File: config.mk
export PLATFORM = sky130hd
export DESIGN_NAME = link_mode_ctrl
export DESIGN_NICKNAME = d
export VERILOG_FILES = /design/src/rtl/link_mode_pkg.sv /design/src/rtl/bus_idle_timer.sv /design/src/rtl/line_router.sv /design/src/rtl/power_mode_fsm.sv /design/src/rtl/link_mode_ctrl.sv
export SDC_FILE = /design/constraint.sdc
export NUM_CORES = 1
export LEC_CHECK = 0
export CAP_MARGIN = 25
export CORE_ASPECT_RATIO = 1.5
export CORE_MARGIN = 4
export CORE_UTILIZATION = 40
export DETAILED_ROUTE_END_ITERATION = 6
export DONT_BUFFER_PORTS = 1
export PLACE_DENSITY_LB_ADDON = 0.25
export SYNTH_ARGS = -nofsm -noshare
export SYNTH_HDL_FRONTEND = slang
export SYNTH_SLANG_ARGS = --single-unit
export TNS_END_PERCENT = 10
File: constraint.sdc
create_clock -name clk -period 3.9 [get_ports clk]
set_input_delay 0.78 -clock clk [delete_from_list [all_inputs] [get_ports clk]]
set_output_delay 0.78 -clock clk [all_outputs]
set_load 0.05 [all_outputs]
File: src/rtl/link_mode_pkg.sv
package link_mode_pkg;
  typedef enum logic [1:0] {
    MODE_RUN  = 2'd0,
    MODE_WAIT = 2'd1,
    MODE_STOP = 2'd2
  } link_mode_e;

  localparam logic LINE_PASSIVE = 1'b0;
endpackage

File: src/rtl/bus_idle_timer.sv
module bus_idle_timer
  import link_mode_pkg::*;
#(
  parameter int IDLE_CYCLES = 300
) (
  input  logic clk,
  input  logic rst,
  input  logic line,
  input  logic restart,
  output logic idle
);
  localparam int CW = $clog2(IDLE_CYCLES + 1);
  localparam logic [CW-1:0] LIMIT = CW'(IDLE_CYCLES);

  logic [CW-1:0] cnt_q;

  always_ff @(posedge clk) begin
    if (rst || restart) begin
      cnt_q <= '0;
    end else if (line != LINE_PASSIVE) begin
      cnt_q <= '0;
    end else if (cnt_q != LIMIT) begin
      cnt_q <= cnt_q + 1'b1;
    end
  end

  assign idle = (cnt_q == LIMIT);

  AST_IDLE_QUIET: assert property (@(posedge clk) disable iff (rst)
    $rose(idle) |-> $past(line == LINE_PASSIVE));
endmodule

File: src/rtl/line_router.sv
module line_router
  import link_mode_pkg::*;
(
  input  logic clk,
  input  logic rst,
  input  logic dig_on,
  input  logic tx_core,
  input  logic rx_pin,
  output logic tx_pin,
  output logic rx_core
);
  always_ff @(posedge clk) begin
    if (rst) begin
      tx_pin  <= LINE_PASSIVE;
      rx_core <= LINE_PASSIVE;
    end else if (dig_on) begin
      tx_pin  <= LINE_PASSIVE;
      rx_core <= tx_core;
    end else begin
      tx_pin  <= tx_core;
      rx_core <= rx_pin;
    end
  end

  AST_DIG_TX_PASSIVE: assert property (@(posedge clk) disable iff (rst)
    $past(dig_on) |-> (tx_pin == LINE_PASSIVE));
  AST_DIG_RX_LOOP: assert property (@(posedge clk) disable iff (rst)
    $past(dig_on) |-> (rx_core == $past(tx_core)));
endmodule

File: src/rtl/power_mode_fsm.sv
module power_mode_fsm
  import link_mode_pkg::*;
(
  input  logic       clk,
  input  logic       rst,
  input  logic       stop_req,
  input  logic       wait_req,
  input  logic       wait_clk_stop,
  input  logic       eof_valid,
  input  logic       bus_edge,
  input  logic       irq_clear,
  input  logic       holdoff_next,
  output link_mode_e mode_q,
  output logic       clk_en_q,
  output logic       irq_q,
  output logic       part_en_q
);
  link_mode_e mode_d;
  logic irq_set, irq_d;

  always_comb begin
    mode_d  = mode_q;
    irq_set = 1'b0;
    unique case (mode_q)
      MODE_RUN: begin
        if (stop_req)      mode_d = MODE_STOP;
        else if (wait_req) mode_d = wait_clk_stop ? MODE_STOP : MODE_WAIT;
      end
      MODE_WAIT: irq_set = eof_valid;
      MODE_STOP: irq_set = bus_edge;
      default:   mode_d  = MODE_RUN;
    endcase
    if (irq_q && irq_clear) mode_d = MODE_RUN;
    irq_d = (irq_q & ~irq_clear) | irq_set;
  end

  always_ff @(posedge clk) begin
    if (rst) begin
      mode_q    <= MODE_RUN;
      irq_q     <= 1'b0;
      clk_en_q  <= 1'b1;
      part_en_q <= 1'b0;
    end else begin
      mode_q    <= mode_d;
      irq_q     <= irq_d;
      clk_en_q  <= !((mode_d == MODE_STOP) && !irq_d);
      part_en_q <= (mode_d != MODE_STOP) && !holdoff_next;
    end
  end

  AST_STOP_ENTRY: assert property (@(posedge clk) disable iff (rst)
    (mode_q == MODE_RUN && stop_req) |=> (mode_q == MODE_STOP));
  AST_CLK_GATED: assert property (@(posedge clk) disable iff (rst)
    (mode_q == MODE_STOP && !irq_q) |-> !clk_en_q);
  AST_IRQ_STICKY: assert property (@(posedge clk) disable iff (rst)
    (irq_q && !irq_clear) |=> irq_q);
  AST_STOP_NO_PART: assert property (@(posedge clk) disable iff (rst)
    (mode_q == MODE_STOP) |-> !part_en_q);
endmodule

File: src/rtl/link_mode_ctrl.sv
module link_mode_ctrl
  import link_mode_pkg::*;
#(
  parameter int IDLE_CYCLES = 300
) (
  input  logic       clk,
  input  logic       rst,
  input  logic       cpu_stop_req,
  input  logic       cpu_wait_req,
  input  logic       wait_clk_stop,
  input  logic       dig_loop_req,
  input  logic       ana_loop_req,
  input  logic       eof_valid,
  input  logic       irq_clear,
  input  logic       rx_pin,
  input  logic       tx_core,
  output logic       tx_pin,
  output logic       rx_core,
  output logic       clk_en,
  output logic       wake_irq,
  output logic       part_en,
  output logic [1:0] mode_state,
  output logic       dig_loop_active,
  output logic       ana_loop_active
);
  logic rx_prev_q, dig_app_q, ana_app_q, holdoff_q;
  logic bus_idle, ana_exit, holdoff_d;
  link_mode_e mode_q;

  assign ana_exit  = bus_idle & ana_app_q & ~ana_loop_req;
  assign holdoff_d = ana_exit | (holdoff_q & ~bus_idle);

  always_ff @(posedge clk) begin
    if (rst) begin
      rx_prev_q <= LINE_PASSIVE;
      dig_app_q <= 1'b0;
      ana_app_q <= 1'b0;
      holdoff_q <= 1'b0;
    end else begin
      rx_prev_q <= rx_pin;
      holdoff_q <= holdoff_d;
      if (bus_idle) begin
        dig_app_q <= dig_loop_req;
        ana_app_q <= ana_loop_req;
      end
    end
  end

  bus_idle_timer #(.IDLE_CYCLES(IDLE_CYCLES)) u_idle (
    .clk(clk), .rst(rst), .line(rx_core), .restart(ana_exit), .idle(bus_idle)
  );

  line_router u_route (
    .clk(clk), .rst(rst), .dig_on(dig_app_q), .tx_core(tx_core),
    .rx_pin(rx_pin), .tx_pin(tx_pin), .rx_core(rx_core)
  );

  power_mode_fsm u_fsm (
    .clk(clk), .rst(rst), .stop_req(cpu_stop_req), .wait_req(cpu_wait_req),
    .wait_clk_stop(wait_clk_stop), .eof_valid(eof_valid),
    .bus_edge(rx_pin ^ rx_prev_q), .irq_clear(irq_clear),
    .holdoff_next(holdoff_d), .mode_q(mode_q), .clk_en_q(clk_en),
    .irq_q(wake_irq), .part_en_q(part_en)
  );

  assign mode_state      = mode_q;
  assign dig_loop_active = dig_app_q;
  assign ana_loop_active = ana_app_q;

  AST_APPLY_ON_IDLE: assert property (@(posedge clk) disable iff (rst)
    (!$stable(dig_app_q) || !$stable(ana_app_q)) |-> $past(bus_idle));
  AST_HOLDOFF_BLOCKS: assert property (@(posedge clk) disable iff (rst)
    holdoff_q |-> !part_en);
endmodule

==> results.rst, run 1 <==
.. list-table::
   :header-rows: 1

   * - Metric
     - Value
   * - Outcome
     - completed
   * - Die H
     - 69.50 um
   * - Setup tns final
     - 0 ns
   * - Synth Register Bits
     - 20
   * - Average instance area after synthesis
     - 9.514 um^2
   * - Final wirelength
     - 2.014 mm
   * - Global-route wire length before repair
     - 3.422 mm
   * - Post-synth top area cell
     - sky130_fd_sc_hd__dfxtp_1
   * - Number of warning messages in the yosys log
     - 0
   * - Predominant post-synthesis flop cell
     - sky130_fd_sc_hd__dfxtp_1
   * - Routed length per placed instance
     - 15.37 um
   * - Share of flip-flops with an asynchronous set or reset
     - 0
   * - Number of gates resized after CTS
     - 0
   * - Initial core utilization
     - 0.4163
   * - Placer Congestion
     - 0.7444
   * - Vias in the first global route
     - 761
   * - Final Hold Fails
     - 0
   * - Highest Clock Rate
     - 501.6 MHz
   * - Root Driver
     - sky130_fd_sc_hd__clkbuf_4
   * - Total vias in the final route
     - 784
   * - Number of buffers inserted during clock tree synthesis
     - 3
   * - Post-CTS setup-driven buffer insertion count
     - 0
   * - Kind of critical path
     - flip-flop to flip-flop
   * - Final Max Slew Viols
     - 0
   * - Grt ovf
     - 0
   * - Hold Worst Slack
     - 0.5216 ns
   * - Yosys top cell area share
     - 0.3970
   * - Horiz. Die Dim
     - 49.00 um
   * - Crit. End Element
     - flip-flop
   * - Required time reported for the critical path endpoint
     - 4.09 ns
   * - Unique cell type count in the Yosys netlist
     - 42
   * - Slowest-stage cell, CP
     - sky130_fd_sc_hd__dfxtp_1
   * - Worst VDD drop
     - 209.2 uV
   * - Most frequently used cell type in the post-synthesis netlist
     - sky130_fd_sc_hd__dfxtp_1
   * - Number of antenna violations at the first check in global routing
     - 0
   * - Number of antenna diodes
     - 0
   * - Initial drt markers
     - 16
   * - Clock Skews
     - 0.007633 ns
   * - Total power per unit cell area
     - 425.0 mW/mm^2
   * - Pre-antenna DRT Iters
     - 4
   * - Largest net degree at the start of global routing
     - 14
   * - Ranking of synthesized cells by area
     - sky130_fd_sc_hd__dfxtp_1, sky130_fd_sc_hd__ha_1, sky130_fd_sc_hd__a21oi_1, sky130_fd_sc_hd__o21ai_0, sky130_fd_sc_hd__nand3_1
   * - Lkg Pwr
     - 0.3604 nW
   * - Minimum period implied by the final worst setup slack
     - 1.994 ns
   * - Number of enable-type register cells in the synthesized netlist
     - 0
   * - Proportion of layout cells with a drive suffix above 1
     - 0.1402
   * - Leading cell types by count after synthesis
     - sky130_fd_sc_hd__dfxtp_1, sky130_fd_sc_hd__a21oi_1, sky130_fd_sc_hd__o21ai_0
   * - Kind of launch point of the worst setup path
     - flip-flop
   * - Number of rows created at floorplan
     - 22
   * - Number of nets in the synthesized netlist
     - 122
   * - Tightest Pin Transition
     - 0.6480 ns
   * - Cell area after synthesis
     - 0.001008 mm^2
   * - Number of maximum-capacitance violations
     - 0
   * - Cells traversed along the worst timing path
     - inv_1 > ha_1 > and3_1 > a311oi_1 > nand4_1
   * - Number of nets in the finished design
     - 124
   * - Final ANT Viol Nets
     - 0
   * - Clock network latency to the later pin of the worst-skew pair
     - 0.30 ns
   * - Worst min-delay path category
     - flip-flop to flip-flop
   * - Port Buffer Count
     - 0
   * - H-Tree Level Count
     - 1
   * - Total die area
     - 0.003405 mm^2
   * - P&R area growth vs syn
     - 6.204%
   * - Number of instances in the synthesized netlist
     - 106
   * - DP HPWL
     - 1.570 mm
   * - IO Count
     - 20
   * - Post-CTS clock slew at the launch and capture registers of the worst setup and hold paths
     - 0.12 ns
   * - Worst rel slew slack
     - 0.5674
   * - Largest stage delay on the critical path
     - 0.71 ns
   * - Setup repair after global routing missed its margin
     - no
   * - Sink count of the clock tree
     - 20
   * - Crit path DAT
     - 2.18 ns
   * - Final Cycle Share
     - 0.5112
   * - Per-cell via count in the routed design
     - 5.985
   * - Overall Global Routing Usage
     - 0.1212
   * - Count of final setup violators
     - 0
   * - Core footprint
     - 0.002422 mm^2
   * - Count of unresolved DRC violations after routing
     - 0
   * - CTS hold repair buffers
     - 0
   * - Maximum fanout along the worst path
     - 5
   * - CTS tree
     - yes
   * - Clock buffer depth
     - 2
   * - Sequential share of the synthesized area
     - 0.3970
[final cells by class]
| cell class | instances | area, um^2 |
|---|---|---|
| clock buffers | 3 | 22.52 |
| clock inverters | 1 | 30.03 |
| fillers | 244 | 1351 |
| inverters | 5 | 18.77 |
| multi-input cells | 78 | 569.3 |
| flip-flops and latches | 20 | 400.4 |
| well taps | 24 | 30.03 |
[where the power goes]
group,internal (mW),leakage (nW),switching (mW)
clock,0.104,0.0279,0.0655
combinational,0.0178,0.169,0.0198
sequential,0.214,0.163,0.0344
[worst max-delay path: cells and delay by family (launching register included)]
kind / cells / cell delay [ns]
DFF: 1 / 0.71
adders and majority gates: 1 / 0.34
AOI/OAI and AO/OA: 1 / 0.34
and+or+nand+nor: 2 / 0.31
buffers and inverters: 1 / 0.19
[layer usage]
metal  track usage  vias up  part of all wire
met5             0        -                 0
met4       0.02695        0            0.0079
met3       0.03011        2             0.050
met2        0.2209       16              0.55
met1        0.1381      372              0.39
li1              -      394                 -
[cell families (layout without fill, tap and decap cells)]
| family | Yosys count | after routing | share of synthesized area |
|---|---|---|---|
| xor gates and xnor gates | 1 | 1 | 0.008686 |
| adders and majority gates | 5 | 5 | 0.06203 |
| DFF | 20 | 20 | 0.3970 |
| and+or+nand+nor | 40 | 40 | 0.2643 |
| AOI/OAI and AO/OA | 31 | 31 | 0.2196 |
| buffers and inverters | 8 | 9 | 0.03845 |
| muxes | 1 | 1 | 0.009926 |
[state kept, by name, summed over array words and instances, names as in the netlist]
name             flops
u_fsm.clk_en_q       1
holdoff_q            1
u_route.tx_pin       1
u_fsm.irq_q          1
u_idle.cnt_q         9
u_route.rx_core      1
dig_loop_active      1
u_fsm.part_en_q      1
rx_prev_q            1
u_fsm.mode_q         2
ana_loop_active      1
[worst paths after layout]
kind / from / to / slack, ns / depth (start not counted)
setup / recovery: u_fsm.mode_q[1] / u_fsm.clk_en_q / 1.91 / 5
hold / removal: u_idle.cnt_q[8] / u_idle.cnt_q[8] / 0.52 / 2
setup reg to reg: u_fsm.mode_q[1] / u_fsm.clk_en_q / 1.91 / 5
hold reg to reg: u_idle.cnt_q[8] / u_idle.cnt_q[8] / 0.52 / 2
[metrics by stage]
stage	cell area (um^2)	power (mW)	worst slack, ns	instances	util
global placement	1018	0.2890	2.007	127	0.4205
finish	1071	0.4552	1.906	131	0.4421
floorplan	1008	0.2812	2.077	106	-
detailed placement	1018	0.2920	1.900	127	0.4205
global route	1071	0.4752	1.775	131	0.4421
CTS	1071	0.4608	1.900	131	0.4421
[cell usage in the layout, fill, tap and decap left out, drive strengths merged, types with 3 or more instances in the layout]
cell | synthesis | layout
dfxtp | 20 | 20
a21oi | 11 | 11
o21ai | 9 | 9
nand3 | 7 | 7
inv | 5 | 5
nor2 | 5 | 5
ha | 5 | 5
or3 | 4 | 4
nand4 | 3 | 3
nor2b | 3 | 3
clkbuf | 1 | 3
nor3 | 3 | 3
a311oi | 3 | 3
Power figures use the tool's default switching activity.
==> run 2, diff against run 1 <==
--- a/config.mk
+++ b/config.mk
@@ -5,6 +5,7 @@
 export SDC_FILE = /design/constraint.sdc
 export NUM_CORES = 1
 export LEC_CHECK = 0
+export ABC_AREA = 1
 export CAP_MARGIN = 25
 export CORE_ASPECT_RATIO = 1.5
 export CORE_MARGIN = 4
==> constraint.sdc (replaced) <==
create_clock -name clk -period 2 [get_ports clk]
set_input_delay 0.4 -clock clk [delete_from_list [all_inputs] [get_ports clk]]
set_output_delay 0.4 -clock clk [all_outputs]
set_load 0.05 [all_outputs]
==> results.rst, run 2 <==
.. list-table::
   :header-rows: 1

   * - Metric
     - Value
   * - Worst min-delay path category
     - primary input to flip-flop
   * - Kind of launch point of the worst setup path
     - flip-flop
   * - Yosys top cell area share
     - 0.3699
   * - Ranking of synthesized cells by area
     - sky130_fd_sc_hd__dfxtp_1, sky130_fd_sc_hd__nand2_1, sky130_fd_sc_hd__inv_1, sky130_fd_sc_hd__ha_1, sky130_fd_sc_hd__nor2_2
   * - Number of maximum-capacitance violations
     - 0
   * - Setup slack after placement
     - 0.6262 ns
   * - Number of nets in the finished design
     - 170
   * - Most common library cell in the layout ignoring fill and taps
     - sky130_fd_sc_hd__nand2_1
   * - Grt ovf
     - 0
   * - Post-CTS setup-driven buffer insertion count
     - 0
   * - Final Max Slew Viols
     - 0
   * - Kind of critical path
     - flip-flop to primary output
   * - Setup tns final
     - 0 ns
   * - Total power per unit cell area
     - 686.0 mW/mm^2
   * - CTS hold repair buffers
     - 0
   * - Post-CTS clock slew at the launch and capture registers of the worst setup and hold paths
     - 0.12 ns
   * - DP HPWL
     - 1.637 mm
   * - Tightest Pin Transition
     - 0.5896 ns
   * - Most frequently used cell type in the post-synthesis netlist
     - sky130_fd_sc_hd__nand2_1
   * - CTS tree
     - yes
   * - Number of warning messages in the yosys log
     - 0
   * - Least setup slack across all paths after layout
     - 0.5796 ns
   * - Synth Register Bits
     - 20
   * - Average instance area after synthesis
     - 7.313 um^2
   * - Biggest registers after layout
     - u_idle.cnt_q: 9 flops, u_fsm.mode_q: 2 flops
   * - Largest net degree at the start of global routing
     - 12
   * - Number of gates resized after CTS
     - 0
   * - Clock Skews
     - 0.009186 ns
   * - # fillers
     - 282
   * - Global-route wire length before repair
     - 3.636 mm
   * - Max reg flops
     - 9
   * - Crit. End Element
     - primary output
   * - Total die area
     - 0.003619 mm^2
   * - Outcome
     - completed
   * - Worst rel slew slack
     - 0.6064
   * - Number of buffers inserted during clock tree synthesis
     - 3
   * - Sequential share of the synthesized area
     - 0.3699
   * - Highest Clock Rate
     - 704.0 MHz
   * - Placer Congestion
     - 0.7144
   * - Core footprint
     - 0.002532 mm^2
   * - P&R area growth vs syn
     - 8.671%
   * - Sink count of the clock tree
     - 20
   * - Number of antenna diodes
     - 0
   * - Predominant post-synthesis flop cell
     - sky130_fd_sc_hd__dfxtp_1
   * - Final ANT Viol Nets
     - 0
   * - H-Tree Level Count
     - 1
   * - Count of final setup violators
     - 0
   * - Multi-input combinational cell area
     - 576.8 um^2
   * - Unique cell type count in the Yosys netlist
     - 24
   * - Post-synth top area cell
     - sky130_fd_sc_hd__dfxtp_1
   * - Number of nets in the synthesized netlist
     - 164
   * - Vias in the first global route
     - 878
   * - Initial core utilization
     - 0.4274
   * - Final wirelength
     - 1.994 mm
   * - Number of instances in the synthesized netlist
     - 148
   * - Number of antenna violations at the first check in global routing
     - 0
   * - Highest-count cells in the layout ignoring fill and taps
     - sky130_fd_sc_hd__nand2_1, sky130_fd_sc_hd__inv_1, sky130_fd_sc_hd__dfxtp_1
   * - FF-to-FF setup slack
     - 0.60 ns
   * - IO Count
     - 20
   * - Number of enable-type register cells in the synthesized netlist
     - 0
   * - Cell area after synthesis
     - 0.001082 mm^2
   * - Proportion of layout cells with a drive suffix above 1
     - 0.1961
   * - Overall Global Routing Usage
     - 0.1282
   * - Root Driver
     - sky130_fd_sc_hd__clkbuf_4
   * - Maximum fanout along the worst path
     - 5
   * - Port Buffer Count
     - 0
   * - Count of unresolved DRC violations after routing
     - 0
   * - Die H
     - 71.71 um
   * - Routed length per placed instance
     - 10.55 um
   * - Leading cell types by count after synthesis
     - sky130_fd_sc_hd__nand2_1, sky130_fd_sc_hd__inv_1, sky130_fd_sc_hd__dfxtp_1
   * - Worst VDD drop
     - 430.2 uV
   * - Share of flip-flops with an asynchronous set or reset
     - 0
   * - Largest register by flop count
     - u_idle.cnt_q
   * - Horiz. Die Dim
     - 50.47 um
   * - Minimum period implied by the final worst setup slack
     - 1.420 ns
   * - Clock network latency to the later pin of the worst-skew pair
     - 0.30 ns
   * - Initial drt markers
     - 6
   * - Crit path DAT
     - 1.02 ns
   * - Setup repair after global routing missed its margin
     - no
   * - Total vias in the final route
     - 880
   * - Per-cell via count in the routed design
     - 4.656
   * - Lkg Pwr
     - 0.5423 nW
   * - Pre-antenna DRT Iters
     - 3
   * - Final Hold Fails
     - 0
   * - Clock buffer depth
     - 2
   * - Final Cycle Share
     - 0.7102
   * - Required time reported for the critical path endpoint
     - 1.60 ns
   * - Number of rows created at floorplan
     - 22
   * - Register cell area after layout
     - 400.4 um^2
run 2: cell count changes in the layout (fill, tap and decap cells not counted), moves of 3 or more:
cell	change
sky130_fd_sc_hd__nor2b_1	-3
sky130_fd_sc_hd__nand3_1	+4
sky130_fd_sc_hd__nand2_1	+35
sky130_fd_sc_hd__nor2_2	+10
sky130_fd_sc_hd__nor2_1	+11
sky130_fd_sc_hd__or3_1	-4
sky130_fd_sc_hd__a21oi_1	-5
sky130_fd_sc_hd__o21ai_0	-7
sky130_fd_sc_hd__inv_1	+16
sky130_fd_sc_hd__buf_4	+4
run 2: power breakdown:
group / switching, mW / internal, mW
Clock: 0.126 / 0.111
Sequential: 0.0427 / 0.418
Combinational: 0.0732 / 0.0367
Total: 0.241 / 0.565
run 2: kinds of logic (layout without fill, tap and decap cells):
family                     count (synthesis)  count (layout)  share of synthesized area
and+or+nand+nor                           87              87                     0.4150
DFF                                       20              20                     0.3699
buffers and inverters                     26              31                    0.09711
AOI/OAI and AO/OA                          6               6                    0.02774
xor gates and xnor gates                   4               4                    0.03238
adders and majority gates                  5               5                    0.05780
run 2: metrics by stage:
step	power [mW]	utilization	cells	hold WS (ns)	instance area, um^2
after floorplan	0.5564	-	148	0.4524	1082
after global placement	0.5795	0.4501	185	0.4548	1140
after detailed placement	0.5821	0.4501	185	0.4742	1140
after CTS	0.8182	0.4644	189	0.1358	1176
final	0.8068	0.4644	189	0.1448	1176
after global routing	0.8513	0.4644	189	0.1271	1176
run 2: final timing paths:
| kind | depth (start not counted) | start | end |
|---|---|---|---|
| max | 0 | dig_loop_active | dig_loop_active |
| min | 1 | rst | dig_loop_active |
| max reg2reg | 7 | u_idle.cnt_q[0] | u_idle.cnt_q[6] |
| min reg2reg | 2 | holdoff_q | holdoff_q |
run 2: routing by layer:
| layer | up-vias | global-route usage | wire length, um | share of wire |
|---|---|---|---|---|
| met5 | - | 0 | 0 | 0 |
| met4 | 0 | 0.05389 | 36 | 0.018 |
| met3 | 4 | 0.03534 | 128 | 0.064 |
| met2 | 17 | 0.2442 | 1094 | 0.55 |
| met1 | 395 | 0.1260 | 734 | 0.37 |
| li1 | 464 | - | - | - |
run 2: area by class of cell:
class,instances,area share
Clock buffer,4,0.03085
Multi-Input combinational cell,102,0.4904
Inverter,23,0.07447
Sequential cell,20,0.3404
Timing Repair Buffer,4,0.02553
Tap cell,36,0.03830
==> run 3, diff against run 2 <==
--- a/config.mk
+++ b/config.mk
@@ -5,7 +5,7 @@
 export SDC_FILE = /design/constraint.sdc
 export NUM_CORES = 1
 export LEC_CHECK = 0
-export ABC_AREA = 1
+export ABC_AREA = 0
 export CAP_MARGIN = 25
 export CORE_ASPECT_RATIO = 1.5
 export CORE_MARGIN = 4
==> constraint.sdc (replaced) <==
create_clock -name clk -period 1.3 [get_ports clk]
set_input_delay 0.26 -clock clk [delete_from_list [all_inputs] [get_ports clk]]
set_output_delay 0.26 -clock clk [all_outputs]
set_load 0.05 [all_outputs]
==> results.rst, run 3 (synthesis results as in run 1) <==
.. list-table::
   :header-rows: 1

   * - Metric
     - Value
   * - Grt ovf
     - 0
   * - Count of final setup violators
     - 14
   * - Least setup slack across all paths after layout
     - -0.05809 ns
   * - DP HPWL
     - 1.841 mm
   * - Biggest registers after layout
     - u_idle.cnt_q: 9 flops, u_fsm.mode_q: 2 flops
   * - Die H
     - 69.50 um
   * - Kind of launch point of the worst setup path
     - flip-flop
   * - Number of nets in the finished design
     - 156
   * - Total power per unit cell area
     - 1028 mW/mm^2
   * - Reg-to-reg critical path startpoint
     - u_idle.cnt_q[0]
   * - Worst VDD drop
     - 587.9 uV
   * - Highest Clock Rate
     - 736.3 MHz
   * - Placer Congestion
     - 0.8526
   * - P&R area growth vs syn
     - 46.77%
   * - Largest net degree at the start of global routing
     - 14
   * - Total die area
     - 0.003405 mm^2
   * - Maximum fanout along the worst path
     - 5
   * - Clock Skews
     - 0.001225 ns
   * - Initial core utilization
     - 0.4163
   * - Number of antenna diodes
     - 0
   * - Final Hold Fails
     - 0
   * - Number of antenna violations at the first check in global routing
     - 0
   * - Count of unresolved DRC violations after routing
     - 0
   * - Final Cycle Share
     - 1.045
   * - Sink count of the clock tree
     - 20
   * - Number of maximum-capacitance violations
     - 0
   * - Required time reported for the critical path endpoint
     - 1.48 ns
   * - Max reg flops
     - 9
   * - Number of rows created at floorplan
     - 22
   * - Routed length per placed instance
     - 16.30 um
   * - Port Buffer Count
     - 0
   * - Final wirelength
     - 2.657 mm
   * - Lkg Pwr
     - 0.5616 nW
   * - Root Driver
     - sky130_fd_sc_hd__clkbuf_4
   * - H-Tree Level Count
     - 1
   * - Post-CTS clock slew at the launch and capture registers of the worst setup and hold paths
     - 0.12 ns
   * - Minimum period implied by the final worst setup slack
     - 1.358 ns
   * - Per-cell via count in the routed design
     - 5.632
   * - CTS tree
     - yes
   * - Tightest Pin Transition
     - 0.4796 ns
   * - Overall Global Routing Usage
     - 0.1475
   * - Crit. End Element
     - flip-flop
   * - Final Instance Area
     - 0.001480 mm^2
   * - Origin of the worst setup path
     - u_idle.cnt_q[0]
   * - Kind of critical path
     - flip-flop to flip-flop
   * - Pre-antenna DRT Iters
     - 4
   * - Worst rel slew slack
     - 0.6798
   * - Number of buffers inserted during clock tree synthesis
     - 3
   * - Global-route wire length before repair
     - 4.043 mm
   * - Launch instance of the worst min-delay path
     - rx_pin
   * - Worst min-delay path category
     - primary input to flip-flop
   * - Clock network latency to the later pin of the worst-skew pair
     - 0.30 ns
   * - Crit path DAT
     - 1.53 ns
   * - Total vias in the final route
     - 918
   * - Outcome
     - finished with violations
   * - Highest-count cells in the layout ignoring fill and taps
     - sky130_fd_sc_hd__buf_4, sky130_fd_sc_hd__dfxtp_1, sky130_fd_sc_hd__a21oi_1
   * - Dpl cell area
     - 0.001261 mm^2
   * - Horiz. Die Dim
     - 49.00 um
   * - Clock buffer depth
     - 2
   * - Violations in the final reports
     - setup timing
   * - Final ANT Viol Nets
     - 0
   * - Final Max Slew Viols
     - 0
   * - IO Count
     - 20
   * - Largest register by flop count
     - u_idle.cnt_q
   * - Proportion of layout cells with a drive suffix above 1
     - 0.4820
   * - # fillers
     - 196
   * - Most common library cell in the layout ignoring fill and taps
     - sky130_fd_sc_hd__buf_4
   * - Setup tns final
     - -0.4770 ns
   * - Core footprint
     - 0.002422 mm^2
   * - Initial drt markers
     - 20
   * - Hold Worst Slack
     - 0.08244 ns
   * - Setup repair after global routing missed its margin
     - yes
   * - Vias in the first global route
     - 913
run 3: cell types whose count changed in the layout (fill, tap and decap cells not counted), moves of 4 or more:
cell	delta
sky130_fd_sc_hd__nand2_1	-35
sky130_fd_sc_hd__buf_4	+21
sky130_fd_sc_hd__inv_1	-20
sky130_fd_sc_hd__nor2_1	-12
sky130_fd_sc_hd__nor2_2	-9
sky130_fd_sc_hd__o21ai_0	+7
sky130_fd_sc_hd__dfxtp_1	-6
sky130_fd_sc_hd__a21oi_1	+5
sky130_fd_sc_hd__buf_6	+5
sky130_fd_sc_hd__nand3_1	-5
sky130_fd_sc_hd__or3_1	+4
run 3: routing by layer:
layer  part of all wire  global-route usage  up-vias
li1                   -                   -      458
met1               0.35              0.1436      439
met2               0.60              0.2994       17
met3              0.031             0.02151        4
met4              0.014             0.04491        0
met5                  0                   0        -
run 3: path summary, 6_finish.rpt:
check / end / slack (ns) / cells past startpoint
max: u_fsm.part_en_q / -0.06 / 6
min: rx_prev_q / 0.08 / 1
max reg2reg: u_fsm.part_en_q / -0.06 / 6
min reg2reg: u_idle.cnt_q[2] / 0.49 / 1
run 3: worst max-delay path: stages (launching register included):
cell,delay (ns)
sky130_fd_sc_hd__dfxtp_2,0.36
sky130_fd_sc_hd__inv_2,0.08
sky130_fd_sc_hd__ha_4,0.15
sky130_fd_sc_hd__nand4b_2,0.20
sky130_fd_sc_hd__buf_6,0.20
sky130_fd_sc_hd__nor3_4,0.18
sky130_fd_sc_hd__a2111oi_4,0.08
run 3: stage by stage:
stage / power (mW) / setup WS (ns) / util / std cells
6_report: 1.521 / -0.05809 / 0.6111 / 163
5_1_grt: 1.580 / -0.1429 / 0.6111 / 163
4_1_cts: 1.487 / -0.09225 / 0.5723 / 159
3_5_place_dp: 0.9534 / -0.1157 / 0.5207 / 153
3_3_place_gp: 0.9462 / -0.09040 / 0.5207 / 153
2_1_floorplan: 0.8661 / -0.03413 / - / 106
run 3: final cells by class:
| type | count | area, um^2 | share of cell area |
|---|---|---|---|
| tap | 24 | 30.03 | 0.02029 |
| sequential | 20 | 415.4 | 0.2806 |
| clock buffer | 3 | 22.52 | 0.01522 |
| clock inverter | 1 | 30.03 | 0.02029 |
| timing repair buffer | 32 | 264.0 | 0.1784 |
| multi-input combinational | 78 | 694.4 | 0.4691 |
| inverter | 5 | 23.77 | 0.01606 |
run 3: power breakdown:
group	internal [mW]	switching (mW)	leakage, nW	total [mW]
Clock	0.311	0.198	0.0279	0.510
Combinational	0.155	0.148	0.367	0.303
Sequential	0.643	0.0661	0.166	0.709
run 3: what timing repair did:
| action | in CTS | in global routing |
|---|---|---|
| hold buffers | 1 | 1 |
| setup endpoints to repair | 15 | 15 |
| endpoints found under the hold margin | 1 | 9 |
| cloned | 0 | 0 |
| resized for setup | 11 | 13 |
| buffers inserted | 1 | 3 |
| pin swaps | 2 | 7 |
